--- src/rtl/spi_pin_pkg.sv ---
package spi_pin_pkg;

  typedef enum logic [2:0] {
    ROLE_OFF     = 3'd0,
    ROLE_MSTR_2W = 3'd1,
    ROLE_SLV_2W  = 3'd2,
    ROLE_MSTR_1W = 3'd3,
    ROLE_SLV_1W  = 3'd4
  } spi_role_e;

  typedef struct packed {
    logic own;
    logic oe;
  } pad_ctl_t;

  localparam int LANE_MOSI = 0;
  localparam int LANE_MISO = 1;
  localparam int NUM_LANES = 2;

  function automatic logic role_is_master(spi_role_e r);
    return (r == ROLE_MSTR_2W) || (r == ROLE_MSTR_1W);
  endfunction

  function automatic logic role_is_slave(spi_role_e r);
    return (r == ROLE_SLV_2W) || (r == ROLE_SLV_1W);
  endfunction

  // Ownership and direction of a data lane for a given role.
  function automatic pad_ctl_t lane_ctl(spi_role_e r, int lane, logic drive);
    pad_ctl_t c;
    c = '{own: 1'b0, oe: 1'b0};
    case (r)
      ROLE_MSTR_2W: c = '{own: 1'b1, oe: (lane == LANE_MOSI)};
      ROLE_SLV_2W:  c = '{own: 1'b1, oe: (lane == LANE_MISO)};
      ROLE_MSTR_1W: c = '{own: (lane == LANE_MOSI), oe: (lane == LANE_MOSI) && drive};
      ROLE_SLV_1W:  c = '{own: (lane == LANE_MISO), oe: (lane == LANE_MISO) && drive};
      default:      c = '{own: 1'b0, oe: 1'b0};
    endcase
    return c;
  endfunction

  // Which lane feeds the engine serial input.
  function automatic int rx_lane(spi_role_e r);
    case (r)
      ROLE_MSTR_2W: return LANE_MISO;
      ROLE_SLV_2W:  return LANE_MOSI;
      ROLE_MSTR_1W: return LANE_MOSI;
      ROLE_SLV_1W:  return LANE_MISO;
      default:      return LANE_MOSI;
    endcase
  endfunction

endpackage

--- src/rtl/spi_role_decode.sv ---
module spi_role_decode
  import spi_pin_pkg::*;
(
  input  logic      en,
  input  logic      master,
  input  logic      one_wire,
  output spi_role_e role
);
  always_comb begin
    if (!en)
      role = ROLE_OFF;
    else if (master)
      role = one_wire ? ROLE_MSTR_1W : ROLE_MSTR_2W;
    else
      role = one_wire ? ROLE_SLV_1W : ROLE_SLV_2W;
  end
endmodule

--- src/rtl/spi_data_lanes.sv ---
module spi_data_lanes
  import spi_pin_pkg::*;
#(
  parameter logic IDLE_RX = 1'b0
) (
  input  spi_role_e              role,
  input  logic                   drive,
  input  logic                   tx,
  input  logic [NUM_LANES-1:0]   pad_i,
  output logic [NUM_LANES-1:0]   pad_o,
  output logic [NUM_LANES-1:0]   pad_oe,
  output logic [NUM_LANES-1:0]   own,
  output logic                   rx
);
  for (genvar g = 0; g < NUM_LANES; g++) begin : g_lane
    pad_ctl_t ctl;
    always_comb begin
      ctl       = lane_ctl(role, g, drive);
      own[g]    = ctl.own;
      pad_oe[g] = ctl.oe;
      pad_o[g]  = ctl.oe ? tx : 1'b0;
    end
  end

  always_comb begin
    if (role == ROLE_OFF)
      rx = IDLE_RX;
    else
      rx = pad_i[rx_lane(role)];
  end
endmodule

--- src/rtl/spi_ss_route.sv ---
module spi_ss_route
  import spi_pin_pkg::*;
#(
  parameter logic IDLE_SS_N = 1'b1
) (
  input  spi_role_e role,
  input  logic      fault_en,
  input  logic      ss_n_i,
  output logic      own,
  output logic      eng_ss_n,
  output logic      fault_ss_n
);
  logic to_engine, to_fault;
  always_comb begin
    to_engine  = role_is_slave(role);
    to_fault   = role_is_master(role) && fault_en;
    own        = to_engine || to_fault;
    eng_ss_n   = to_engine ? ss_n_i : IDLE_SS_N;
    fault_ss_n = to_fault  ? ss_n_i : IDLE_SS_N;
  end
endmodule

--- src/rtl/spi_pin_router.sv ---
module spi_pin_router
  import spi_pin_pkg::*;
#(
  parameter logic IDLE_SS_N = 1'b1,
  parameter logic IDLE_RX   = 1'b0
) (
  input  logic spi_en,
  input  logic mstr_sel,
  input  logic one_wire_sel,
  input  logic bidir_drive,
  input  logic fault_det_en,
  input  logic sclk_pad_i,
  output logic sclk_pad_o,
  output logic sclk_pad_oe,
  output logic sclk_spi_own,
  input  logic mosi_pad_i,
  output logic mosi_pad_o,
  output logic mosi_pad_oe,
  output logic mosi_spi_own,
  input  logic miso_pad_i,
  output logic miso_pad_o,
  output logic miso_pad_oe,
  output logic miso_spi_own,
  input  logic ss_pad_n_i,
  output logic ss_spi_own,
  input  logic eng_sclk_drv,
  output logic eng_sclk_rx,
  input  logic eng_tx,
  output logic eng_rx,
  output logic eng_ss_n,
  output logic fault_ss_n
);
  spi_role_e            role;
  logic [NUM_LANES-1:0] lane_i, lane_o, lane_oe, lane_own;

  spi_role_decode u_dec (
    .en       (spi_en),
    .master   (mstr_sel),
    .one_wire (one_wire_sel),
    .role     (role)
  );

  assign lane_i[LANE_MOSI] = mosi_pad_i;
  assign lane_i[LANE_MISO] = miso_pad_i;

  spi_data_lanes #(.IDLE_RX(IDLE_RX)) u_lanes (
    .role   (role),
    .drive  (bidir_drive),
    .tx     (eng_tx),
    .pad_i  (lane_i),
    .pad_o  (lane_o),
    .pad_oe (lane_oe),
    .own    (lane_own),
    .rx     (eng_rx)
  );

  assign mosi_pad_o   = lane_o[LANE_MOSI];
  assign mosi_pad_oe  = lane_oe[LANE_MOSI];
  assign mosi_spi_own = lane_own[LANE_MOSI];
  assign miso_pad_o   = lane_o[LANE_MISO];
  assign miso_pad_oe  = lane_oe[LANE_MISO];
  assign miso_spi_own = lane_own[LANE_MISO];

  spi_ss_route #(.IDLE_SS_N(IDLE_SS_N)) u_ss (
    .role       (role),
    .fault_en   (fault_det_en),
    .ss_n_i     (ss_pad_n_i),
    .own        (ss_spi_own),
    .eng_ss_n   (eng_ss_n),
    .fault_ss_n (fault_ss_n)
  );

  // Clock pad: driven as master, received as slave.
  always_comb begin
    sclk_spi_own = (role != ROLE_OFF);
    sclk_pad_oe  = role_is_master(role);
    sclk_pad_o   = sclk_pad_oe ? eng_sclk_drv : 1'b0;
    eng_sclk_rx  = role_is_slave(role) ? sclk_pad_i : 1'b0;
  end
endmodule

--- config.mk ---
export PLATFORM = sky130hd
export DESIGN_NAME = spi_pin_router
export DESIGN_NICKNAME = d
export VERILOG_FILES = /design/src/rtl/spi_pin_pkg.sv /design/src/rtl/spi_role_decode.sv /design/src/rtl/spi_data_lanes.sv /design/src/rtl/spi_ss_route.sv /design/src/rtl/spi_pin_router.sv
export SDC_FILE = /design/constraint.sdc
export NUM_CORES = 1
export LEC_CHECK = 0
export BUFFER_PORTS_ARGS = -buffer_cell sky130_fd_sc_hd__buf_2
export CORE_AREA = 2 2 39 41
export DETAILED_ROUTE_END_ITERATION = 10
export DIE_AREA = 0 0 41 43
export GPL_TIMING_DRIVEN = 0
export PLACE_DENSITY_LB_ADDON = 0.12
export SLEW_MARGIN = 20
export SYNTH_ARGS = -nofsm -noshare
export SYNTH_HDL_FRONTEND = slang
export SYNTH_SLANG_ARGS = --single-unit
--- constraint.sdc ---
create_clock -name vclk -period 1.2
set_clock_uncertainty 0.1 [all_clocks]
set_input_delay 0.06 -clock vclk [all_inputs]
set_output_delay 0.06 -clock vclk [all_outputs]
set_load 0.03 [all_outputs]
# Word-level counts from Yosys, hierarchy flattened
# Index checks and enable logic that the tools add are counted.
totals:
  regBits: 0
  latchBits: 0
  ramBits: 0
  rom_bits: 0
  wordCells: 30
  mem_count: 0
op_classes:
  n_addsub: 0
  n_mul: 0
  n_div: 0
  order_cmp: 1
  n_eq_ne: 4
  shifts: 0
  mux: 18
  n_bitwise: 0
  n_reduce_logical: 7
op_table:
  columns: ["op", "n"]
  rows:
  - ["less-than comparator 32 x 3 -> 1 bit, second input constant", 1]
  - ["two-way mux 32 bit", 1]
  - ["case mux 2 bit (3 select lines)", 2]
  - ["two-way mux 1 bit", 11]
  - ["two-way mux 3 bit", 3]
  - ["equality test 3 x 2 -> 1 bit, second input constant", 2]
  - ["equality test 3 x 1 -> 1 bit, second input constant", 1]
  - ["equality test 3 bit, second input constant", 1]
  - ["logical NOT 3 bit", 1]
  - ["logical OR 1 bit", 3]
  - ["nonzero test 3 bit", 1]
  - ["two-way mux 2 bit", 1]
  - ["OR reduction 2 bit", 1]
  - ["logical AND 1 bit", 1]

# Longest topological paths before layout
logic_depth:
  depth_word: 11
  mapped_depth: 6
  depth_no_buf: 5

# Modules after synthesis
# From an unflattened synthesis, not the netlist that was laid out.
hier_totals:
  cells_unflattened: 32
  area_unflattened_um2: 235.2
by_module_without_submodules:
  columns: ["module", "instances", "cells_each", "area_per_inst_um2", "seq_area_each_um2"]
  rows:
  - ["spi_data_lanes", 1, 17, 125.1, 0.0]
  - ["spi_ss_route", 1, 5, 40.0, 0.0]
  - ["spi_pin_router", 1, 5, 35.0, 0.0]
  - ["spi_role_decode", 1, 5, 35.0, 0.0]

# Least setup slack after synthesis
# OpenSTA, ideal clock, no wires.
synth_timing:
  path_type: "input to output"
  from: "input port mstr_sel"
  to: "output port mosi_pad_o"
  arrival_ns: 1.490
  required_time_ns: 1.040
  path_slack_ns: -0.450
  path_stages: 4
  path_buffers: 0
  cell_sequence: "inv_2 ha_1 a2111oi_4 and2_1"
synth_between:
  elab_chain_len: 5
  word_cells_on_any_way: 7
synth_rtl:
  columns: ["item", "line_no", "text"]
  rows:
  - ["start, declared", "spi_pin_router.sv:8", "input logic mstr_sel,"]
  - ["two-way mux 3 bit (*)", "spi_role_decode.sv:12", "else if (master)"]
  - ["two-way mux 3 bit (*)", "spi_role_decode.sv:10", "if (!en)"]
  - ["equality test 3 x 2 -> 1 bit or equality test 3 x 1 -> 1 bit (tied branches)", "spi_pin_pkg.sv:32", "case (r)"]
  - ["case mux 2 bit (3 select lines) (*)", "spi_pin_pkg.sv:32", null]
  - ["named net mosi_pad_oe", "spi_pin_router.sv:18", "output logic mosi_pad_oe,"]
  - ["two-way mux 1 bit (*)", "spi_data_lanes.sv:21", "pad_o[g] = ctl.oe ? tx : 1'b0;"]
  - ["end, declared", "spi_pin_router.sv:17", "output logic mosi_pad_o,"]
# The timed path passes the listed nets; every way through them passes the cells marked *.

# Final worst setup path
layout_timing:
  from: "input port mstr_sel"
  to: "output port mosi_pad_o"
layout_between:
  elab_chain_len: 5
  word_cells_on_any_way: 7
layout_rtl:
  columns: ["item", "line_no"]
  rows:
  - ["two-way mux 3 bit (*)", "spi_role_decode.sv:12"]
  - ["two-way mux 3 bit (*)", "spi_role_decode.sv:10"]
  - ["equality test 3 x 2 -> 1 bit or equality test 3 x 1 -> 1 bit (tied branches)", "spi_pin_pkg.sv:32"]
  - ["case mux 2 bit (3 select lines) (*)", "spi_pin_pkg.sv:32"]
  - ["two-way mux 1 bit (*)", "spi_data_lanes.sv:21"]
# Every way passes the cells marked *; elsewhere a longest branch is shown, timed or not.

==> flow_results.org <==
** Status
- The run finished, with violations left.
- The final reports fail on negative setup slack.

** Timing
- For the pin with the worst max-slew slack, the measured transition is approximately 270 ps.
- Subtracting the final worst setup slack from the clock period gives 1230 ps.
- Total of endpoints with negative setup slack in the final report :: 2
- After layout, the worst setup slack is -29.2 ps.
- Rel. slew slack :: around four fifths
- Period utilization :: 102%
- The tightest hold path in the finished design has a slack of 350 ps.
- The final number of hold-violating endpoints was 0.
- Setup repair after global routing missed its margin :: yes
- Timing would allow up to around 810 MHz.
- Final Slew Violations :: 0

** Worst setup path
- At the worst endpoint, the required time is 1040 ps.
- Endpoint kind of the worst setup timing path :: output port
- Critical path, cell by cell :: buf_12 -> inv_12 -> ha_4 -> a2111oi_4 -> and2_4 -> buf_6
- On the critical path, the stage with the largest delay is an instance of a2111oi_4.
- In this run the worst path has a maximum fanout of 6.
- STA classifies the critical path startpoint as an input port.
- Tracing the worst setup path back leads to its startpoint at mstr_sel.
- The critical path is of the in -> out type.
- Arrival time at the worst endpoint :: between 1000 and 1500 ps
- Worst setup endpoint :: mosi_pad_o
- In this design, the stage delay of the slowest critical-path cell is ~310 ps.

** Cells and area
- After filler insertion, the fill cell instance count of the layout stands at roughly 160.
- Final nets :: between 60 and 70
- The final layout contains a sequential cell count of 0.
- Number of clock buffer instances in the layout :: 0
- Non-Filler Instances :: 70
- Compared with the post-synthesis result, the final layout area differs by 122%.
- Commonest cells after routing, fill and taps aside :: buf_2, nor2_1, buf_6
- Leaving out fill and tap cells, the most frequent cell in the layout is buf_2.
- Fraction of layout cells with a size suffix above 1 :: about 65%
- Core Util, Final :: about 30%
- The number of antenna diodes in the final layout is 0.
- Storage element area :: 0 µm²

** Route
- After detailed routing, the number of remaining DRC violations is 0.
- After detailed routing, the total wire length is ~690 µm.
- Iteration count of the initial detailed-routing pass :: 4
- Dividing the detail-routed via count by the number of cells gives 4.20.
- Length of routed met3 wiring :: between 50 and 60 µm
- Via count :: between 200 and 300
- Routed Antenna Nets :: 0
- Top routing layer in use :: met3
- Drt initial violations :: 4
- In the final routed layout, each cell accounts on average for between 9 and 10 µm.
- The detailed router put a total of around 300 µm of wire on met1.
- Met2 routed WL :: around 340 µm

** Power
- The internal portion of the total power is between 80 and 90 µW.
- The clock network is responsible for 0% of the overall power.
- Sequential cells burn 0% of the power.
- Leakage power summed over all cells :: approximately 0.21 nW
- Switching power total :: around 120 µW
- Combinational logic burns 100.0% of the power.
- Total power divided by cell area :: 479 nW/µm²
- The design draws between 150 and 200 µW.
- VDD IR-drop max :: ~180 µV
- In this run switching power makes up between 50 and 60% of total power.

** GRT
- Number of antenna violations at the first check in global routing :: 0
- First-pass GRT wire length :: a little over 1 mm
- GRT Resource Usage Total :: 7.59%
- The number of global-route vias before repair is 241.
- Overflow left after global routing :: 0
- Entering global routing, the biggest net connects 9 pins.

** Run
- Number of maximum-capacitance violations :: 0

** Floorplan
- 25 I/O pins were placed.
- Placeable core region :: about 1400 µm²
- Floorplan die height :: 43 µm
- The die is between 40 and 50 µm wide.
- Full die area :: around 1800 µm²
- Once the floorplan was initialized, standard cells occupied a little over an eighth of the core.
- In this run the core area contains 14 standard-cell rows.

** Hold path
- Hold crit path type :: in -> out
- Number of cells on the worst hold path :: 3

** Yosys
- A synthesized cell averages around 6.7 µm².
- Part of the Yosys area used for sequential elements :: 0%
- Netlist Area Pre-Place :: between 150 and 200 µm²
- The number of nets handed over by synthesis was 40.
- Yosys mapped the design onto 18 distinct sky130hd cell types.
- Warnings, synthesis :: 0
- Cells after synthesis :: 28

** Placement
- Port buffering added 25 buffers.
- The congestion estimate from routability-driven global placement came to slightly below 0.6.
- Detailed-placement wirelength estimate :: ~540 µm
- After detailed placement, the design holds a cell count of a little under 70.
## per-layer routing
layer | track usage, % | vias to the layer above
met1 | 9.81 | 132
met3 | 1.57 | 0
met2 | 13.1 | 8
met5 | 0 | -
li1 | - | 154
met4 | 0 | 0
## cell usage after synthesis (2+ instances only)
master   number  area (µm²)
and2_1        2        12.5
and3_2        2        15.0
inv_1         2        7.51
nand3_1       2        10.0
nor2_1        5        18.8
nor3_1        2        10.0
o21a_1        2        15.0
## worst min-delay path by stage
stage                             from     endpoint  slack (ps)
after detailed placement  fault_det_en   fault_ss_n         350
final                     fault_det_en   fault_ss_n         350
after global placement    fault_det_en   fault_ss_n         350
after floorplan               mstr_sel  mosi_pad_oe         120
after CTS                       eng_tx   mosi_pad_o         350
after global routing            eng_tx   mosi_pad_o         360
## power by group through the flow
stage	Combinational (mW)	Sequential, mW	Clock (mW)
floorplan	0.124	0	0
global placement	0.183	0	0
detailed placement	0.182	0	0
CTS	0.198	0	0
global route	0.215	0	0
finish	0.200	0	0
## repair_timing
action,in CTS,in global routing
endpoints found under the hold margin,0,0
setup endpoints to repair,8,5
resized for setup,9,4
pin swaps,3,1
hold buffers,0,0
buffers inserted,2,0
## cell families after synthesis
| family | share of synthesized area, % |
|---|---|
| AOI/OAI and AO/OA | 30.7 |
| adders and majority gates | 6.67 |
| buffers and inverters | 8.66 |
| muxes | 5.33 |
| and+or+nand+nor | 48.7 |
## per-stage QoR
stage	TNS (ps)	worst slack [ps]	area (µm²)
detailed placement	-1270	-329	375
CTS	-40.3	-36.0	407
finish	-36.6	-29.2	417
global route	-195	-75.8	417
floorplan	-241	-202	230
global placement	-1370	-333	375
## area by class of cell
type	instances	area, µm²	share of cell area [%]
Multi-Input combinational cell	24	193	46.2
Inverter	3	23.8	5.71
Tap cell	16	20.0	4.80
Timing Repair Buffer	27	180	43.2
## worst max-delay path, delay by kind of cell
family,cells,cell delay [ps]
buffers and inverters,3,240
adders and majority gates,1,260
AOI/OAI and AO/OA,1,310
and+or+nand+nor,1,190
No activity file was read; power rests on OpenSTA's default activity.
